===== config.mk =====
export PLATFORM = sky130hd
export DESIGN_NAME = cfg_wlock
export DESIGN_NICKNAME = d
export VERILOG_FILES = /design/src/rtl/cfg_wlock_pkg.sv /design/src/rtl/cfg_wlock_perm.sv /design/src/rtl/cfg_wlock_regs.sv /design/src/rtl/cfg_wlock_err.sv /design/src/rtl/cfg_wlock.sv
export SDC_FILE = /design/constraint.sdc
export NUM_CORES = 1
export LEC_CHECK = 0
export BUFFER_PORTS_ARGS = -buffer_cell sky130_fd_sc_hd__buf_2
export CORE_MARGIN = 3
export CORE_UTILIZATION = 30
export DETAILED_ROUTE_END_ITERATION = 8
export GPL_TIMING_DRIVEN = 0
export PLACE_DENSITY = 0.76
export SLEW_MARGIN = 0
export SYNTH_ARGS = -nofsm -noshare
export SYNTH_HDL_FRONTEND = slang
export SYNTH_SLANG_ARGS = --single-unit

===== constraint.sdc =====
create_clock -name clk_i -period 3.1 [get_ports clk_i]
set_input_delay 0.93 -clock clk_i [delete_from_list [all_inputs] [get_ports clk_i]]
set_output_delay 0.93 -clock clk_i [all_outputs]
set_load 0.01 [all_outputs]

===== src/rtl/cfg_wlock_pkg.sv =====
package cfg_wlock_pkg;
  typedef enum logic [1:0] {
    LK_OPEN      = 2'b00,
    LK_OPEN_HELD = 2'b01,
    LK_OWNER     = 2'b10,
    LK_FROZEN    = 2'b11
  } lock_e;

  localparam int unsigned MDA_BIT  = 0;
  localparam int unsigned ACC_BIT  = 1;
  localparam int unsigned LOCK_LSB = 4;
  localparam int unsigned REV_LSB  = 4;
  localparam int unsigned REV_W    = 4;
  localparam int unsigned OWN_LSB  = 8;
endpackage


===== src/rtl/cfg_wlock_perm.sv =====
module cfg_wlock_perm
  import cfg_wlock_pkg::*;
#(
  parameter int unsigned DOM_W = 4
) (
  input  logic             wr_en_i,
  input  lock_e            lock_i,
  input  logic [DOM_W-1:0] owner_i,
  input  logic [DOM_W-1:0] dom_i,
  output logic             ok_o,
  output logic             blocked_o
);
  logic allow;

  always_comb begin
    unique case (lock_i)
      LK_OPEN, LK_OPEN_HELD: allow = 1'b1;
      LK_OWNER:              allow = (dom_i == owner_i);
      default:               allow = 1'b0;
    endcase
  end

  assign ok_o      = wr_en_i & allow;
  assign blocked_o = wr_en_i & ~allow;
endmodule


===== src/rtl/cfg_wlock_regs.sv =====
module cfg_wlock_regs
  import cfg_wlock_pkg::*;
#(
  parameter int unsigned DOM_W = 4
) (
  input  logic             clk_i,
  input  logic             rst_ni,
  input  logic             we_i,
  input  logic [1:0]       en_d_i,
  input  logic [1:0]       lock_d_i,
  input  logic [DOM_W-1:0] dom_i,
  output lock_e            lock_o,
  output logic [1:0]       en_o,
  output logic [DOM_W-1:0] owner_o
);
  lock_e            lock_q, lock_d;
  logic [1:0]       en_q;
  logic [DOM_W-1:0] owner_q, owner_d;

  // lock field is only writable from the open state
  always_comb begin
    lock_d  = lock_q;
    owner_d = owner_q;
    if (we_i && lock_q == LK_OPEN) begin
      lock_d = lock_e'(lock_d_i);
      if (lock_e'(lock_d_i) == LK_OWNER) owner_d = dom_i;
    end
  end

  always_ff @(posedge clk_i or negedge rst_ni) begin
    if (!rst_ni) begin
      lock_q  <= LK_OPEN;
      en_q    <= '0;
      owner_q <= '0;
    end else begin
      lock_q  <= lock_d;
      owner_q <= owner_d;
      if (we_i) en_q <= en_d_i;
    end
  end

  assign lock_o  = lock_q;
  assign en_o    = en_q;
  assign owner_o = owner_q;


  open_held_sticky_chk: assert property (@(posedge clk_i) disable iff (!rst_ni)
    lock_q == LK_OPEN_HELD |=> lock_q == LK_OPEN_HELD);

  lock_sticky_chk: assert property (@(posedge clk_i) disable iff (!rst_ni)
    lock_q[1] |=> $stable(lock_q) && $stable(owner_q));
endmodule


===== src/rtl/cfg_wlock_err.sv =====
module cfg_wlock_err (
  input  logic clk_i,
  input  logic rst_ni,
  input  logic blocked_i,
  output logic err_o
);
  logic err_q;

  always_ff @(posedge clk_i or negedge rst_ni) begin
    if (!rst_ni) err_q <= 1'b0;
    else         err_q <= blocked_i;
  end

  assign err_o = err_q;
endmodule


===== src/rtl/cfg_wlock.sv =====
module cfg_wlock
  import cfg_wlock_pkg::*;
#(
  parameter int unsigned DOM_W     = 4,
  parameter int unsigned DATA_W    = 32,
  parameter int unsigned ADDR_W    = 8,
  parameter logic [ADDR_W-1:0] CTRL_ADDR = 'h00,
  parameter logic [ADDR_W-1:0] STAT_ADDR = 'h04,
  parameter logic [REV_W-1:0]  HW_REV    = 4'h1
) (
  input  logic              clk_i,
  input  logic              rst_ni,
  input  logic              wr_en_i,
  input  logic [ADDR_W-1:0] wr_addr_i,
  input  logic [DATA_W-1:0] wr_data_i,
  input  logic [DOM_W-1:0]  wr_dom_i,
  output logic              wr_ok_o,
  output logic              wr_err_o,
  output logic              mda_en_o,
  output logic              acc_en_o,
  output logic [DATA_W-1:0] ctrl_o,
  output logic [DATA_W-1:0] stat_o
);
  localparam int unsigned STAT_USED = OWN_LSB + DOM_W;

  lock_e            lock;
  logic [1:0]       en;
  logic [DOM_W-1:0] owner;
  logic             blocked, ctrl_we;
  logic             unused_data;

  assign unused_data = ^{wr_data_i[DATA_W-1:LOCK_LSB+2], wr_data_i[LOCK_LSB-1:2]};

  cfg_wlock_perm #(.DOM_W(DOM_W)) u_perm (
    .wr_en_i  (wr_en_i),
    .lock_i   (lock),
    .owner_i  (owner),
    .dom_i    (wr_dom_i),
    .ok_o     (wr_ok_o),
    .blocked_o(blocked)
  );

  // status address never reaches state
  assign ctrl_we = wr_ok_o && (wr_addr_i == CTRL_ADDR) && (CTRL_ADDR != STAT_ADDR);

  cfg_wlock_regs #(.DOM_W(DOM_W)) u_regs (
    .clk_i   (clk_i),
    .rst_ni  (rst_ni),
    .we_i    (ctrl_we),
    .en_d_i  (wr_data_i[1:0]),
    .lock_d_i(wr_data_i[LOCK_LSB+:2]),
    .dom_i   (wr_dom_i),
    .lock_o  (lock),
    .en_o    (en),
    .owner_o (owner)
  );

  cfg_wlock_err u_err (
    .clk_i    (clk_i),
    .rst_ni   (rst_ni),
    .blocked_i(blocked),
    .err_o    (wr_err_o)
  );

  assign mda_en_o = en[MDA_BIT];
  assign acc_en_o = en[ACC_BIT];

  always_comb begin
    ctrl_o                   = '0;
    ctrl_o[MDA_BIT]          = en[MDA_BIT];
    ctrl_o[ACC_BIT]          = en[ACC_BIT];
    ctrl_o[LOCK_LSB+:2]      = lock;
    stat_o                   = '0;
    stat_o[DOM_W-1:0]        = wr_dom_i;
    stat_o[REV_LSB+:REV_W]   = HW_REV;
    stat_o[OWN_LSB+:DOM_W]   = owner;
  end

  initial begin
    assert (DATA_W >= STAT_USED && DOM_W <= 4) else $error("cfg_wlock: bad widths");
  end


  frozen_blocks_chk: assert property (@(posedge clk_i) disable iff (!rst_ni)
    lock == LK_FROZEN |-> !wr_ok_o);

  owner_only_chk: assert property (@(posedge clk_i) disable iff (!rst_ni)
    (lock == LK_OWNER && wr_ok_o) |-> wr_dom_i == stat_o[OWN_LSB+:DOM_W]);

  err_pulse_chk: assert property (@(posedge clk_i) disable iff (!rst_ni)
    (wr_en_i && !wr_ok_o) |=> wr_err_o && $stable(ctrl_o));

  no_spurious_err_chk: assert property (@(posedge clk_i) disable iff (!rst_ni)
    !(wr_en_i && !wr_ok_o) |=> !wr_err_o);

  open_allows_chk: assert property (@(posedge clk_i) disable iff (!rst_ni)
    !lock[1] |-> wr_ok_o == wr_en_i);
endmodule


==> impl_metrics.yaml <==
clock_tree:
  ctsHtreeMaxLevel: 1
  cts_made_buffers: 3
  cts-root-buf: "clkbuf_4"
  postCtsSetupRepairBufs: 0
  clk_path_buf_depth: 2
  clkSinkCount: 9
  clock_latency_ns: 0.26
  path_clk_slew_ns: 0.06
  cts_tree: "built"
  cts_hold_buf: 0
detailed_routing:
  via_per_inst: 3.260
  drc: 0
  drtPass1Iterations: 2
  ant_nets: 0
  vias: 701
  routed_wl_mm: 1.657
  drt_iter0_markers: 1
  wl_per_cell_microns: 7.707
finish:
  fin_cells: 215
  nets: 232
  layout-drive-gt1-share_pct: 58.70
  syn_to_final_growth_pct: 46.80
  n_antenna_cell: 0
critical_path:
  setup.worst_path.start: "wr_dom_i[3]"
  critPathMostFrequentCell: "buf_2"
  critPathTopFamily: "simple AND/OR/NAND/NOR gates"
  r2r_slack_ns: 1.29
  cp_max_fo: 3
  worstSetupPathType: "in -> out"
  critPathMaxStageDelay_ns: 0.52
  cp.buffers_inverters: 2
  crit_path_end_kind: "primary output"
  r2r_start: "u_regs.owner_o[3]$_DFFE_PN0P_"
  crit_end: "wr_ok_o"
  cp_data_required_time_ns: 2.17
  cp-start-kind: "input port"
  timing.critical_path.cells: "buf_2 -> xor2_1 -> or4_4 -> o21ai_2 -> and2_1 -> buf_2"
  r2r_cells: 4
  cp.depth: 6
  critPathArrivalTime_ns: 2.09
  r2r-end: "u_regs.en_o[1]$_DFFE_PN0P_"
  cp_slowest_cell: "or4_4"
floorplanning:
  rows: 19
  start_util_pct: 32.51
  ioPinCount: 115
  dieArea_sq_um: 3766
  die_h_microns: 61.37
  core_sq_um: 2829
  die_x_microns: 61.37
timing:
  period_share_pct: 97.47
  max_freq_mhz: 331.0
  fin_skew_ns: 0.0004237
  hold_viol: 0
  fin_tns_setup_ns: 0
  finalMaxSlewViolations: 0
  fin_crit_ns: 3.022
  hold_ws_ns: 0.5132
  grt_setup_unrepaired: "no"
  setup_viol: 0
synth:
  synth_ff_type: "dfrtp_1"
  synth_most_common_cell: "buf_4"
  ys_seq_area_share_pct: 24.49
  synth_top_area_share_pct: 47.35
  synth-edff-count: 0
  netlist_area_sq_um: 919.6
  synth-seq-cells: 9
  synth_area_leaders: "buf_4 47%, dfrtp_1 24%, mux2_4 6.5%"
  synthArstFlopShare_pct: 100.0
  synth_top_area_cell: "buf_4"
  postSynthAreaPerCell_sq_um: 9.580
  yosysWarnings: 0
  synth_cells: 96
  synth.distinct_cells: 21
  synth_common_cells: "58 x buf_4, 9 x dfrtp_1, 4 x mux2_4, 4 x xor2_1, 3 x nor2_1"
placed_design:
  numPortBuffers: 34
  gp_congestion: 0.7667
  dp_cells: 211
  hpwl_mm: 1.535
power:
  powerDensity_nw_per_um2: 254.1
  leakage_nw: 0.8981
  finalPower_w: 0.0003430
  ir_worst_vdd_uv: 167.8
global_route:
  antenna_found_initial: 0
  grt_pass1_vias: 532
  grt_first_pass_wirelength_mm: 2.359
  grt_max_degree: 10
  grt_overflow_total: 0
  grt.total_usage_pct: 8.512
min_path:
  hold_class: "in -> async"
run:
  cap_violations: 0
outcome:
  outcome: "finished, final reports clean"
sequential cells by signal, indices dropped and copies added, names as in the netlist:
signal and cells:
u_err.err_o 1, u_regs.owner_o 4, u_regs.en_o 2, u_regs.lock_o 2
worst register-to-register path: stages, from the launching register on:
cell	delay, ns
dfrtp_1	0.40
xor2_1	0.16
or4_4	0.52
o22ai_1	0.24
mux2_2	0.37
metrics by stage:
| step | area (sq um) | setup slack (ns) | utilization [%] |
|---|---|---|---|
| after floorplan | 1107 | 0.2356 | - |
| after global placement | 1316 | -0.05600 | 46.53 |
| after detailed placement | 1316 | -0.05803 | 46.53 |
| after CTS | 1343 | 0.003318 | 47.46 |
| after global routing | 1350 | 0.004416 | 47.72 |
| final | 1350 | 0.07849 | 47.72 |
report_power, final:
part	switching, W	internal (W)	leakage [nW]
Sequential	0.00000322	0.000121	0.125
Clock	0.0000426	0.0000497	0.0150
Combinational	0.0000583	0.0000681	0.758
Total	0.000104	0.000239	0.898
how the worst min path moves through the flow:
stage,startpoint,endpoint,slack [ns]
CTS,rst_ni,u_regs.en_o[0]$_DFFE_PN0P_,0.51
global placement,u_regs.lock_o[0]$_DFFE_PN0P_,u_regs.lock_o[0]$_DFFE_PN0P_,0.49
global route,rst_ni,u_err.err_o$_DFF_PN0_,0.52
finish,rst_ni,u_err.err_o$_DFF_PN0_,0.51
floorplan,u_regs.lock_o[0]$_DFFE_PN0P_,u_regs.lock_o[0]$_DFFE_PN0P_,0.52
detailed placement,u_regs.lock_o[0]$_DFFE_PN0P_,u_regs.lock_o[0]$_DFFE_PN0P_,0.49
cell families after synthesis:
kind of cell	synth area share (%)
muxes	8.980
buffers and inverters	48.98
DFF	24.49
and+or+nand+nor	10.07
xor gates and xnor gates	3.809
AOI/OAI and AO/OA	2.858
other	0.8166
cells in the final DEF, fill, tap and decap left out, types with 2 or more instances in the layout:
cell type	instances
buf_2	34
nor2_1	3
clkbuf_4	3
buf_4	58
dfrtp_1	9
xor2_1	4
or4_4	2
conb_1	52
mux2_4	4
mux2_2	2
routing by layer:
metal  GRT usage, %  vias up  share of wire, %
li1               -      376                 -
met1          9.911      276                36
met2          13.75       49                47
met3          4.822        0                17
met4          1.818        0                 0
met5              0        -                 0
final cells by class:
| cell class | count | area (sq um) |
|---|---|---|
| multi-input combinational | 77 | 439.2 |
| inverter | 1 | 3.754 |
| buffer | 59 | 446.7 |
| tap | 31 | 38.79 |
| fill | 284 | 1479 |
| clock buffer | 4 | 26.28 |
| sequential | 9 | 225.2 |
| timing repair buffer | 34 | 170.2 |
repair_timing:
item,in CTS,in global routing
resized for setup,1,2
setup endpoints to repair,1,1
pin swaps,0,0
endpoints found under the hold margin,0,0
No activity file was read; power rests on OpenSTA's default activity.
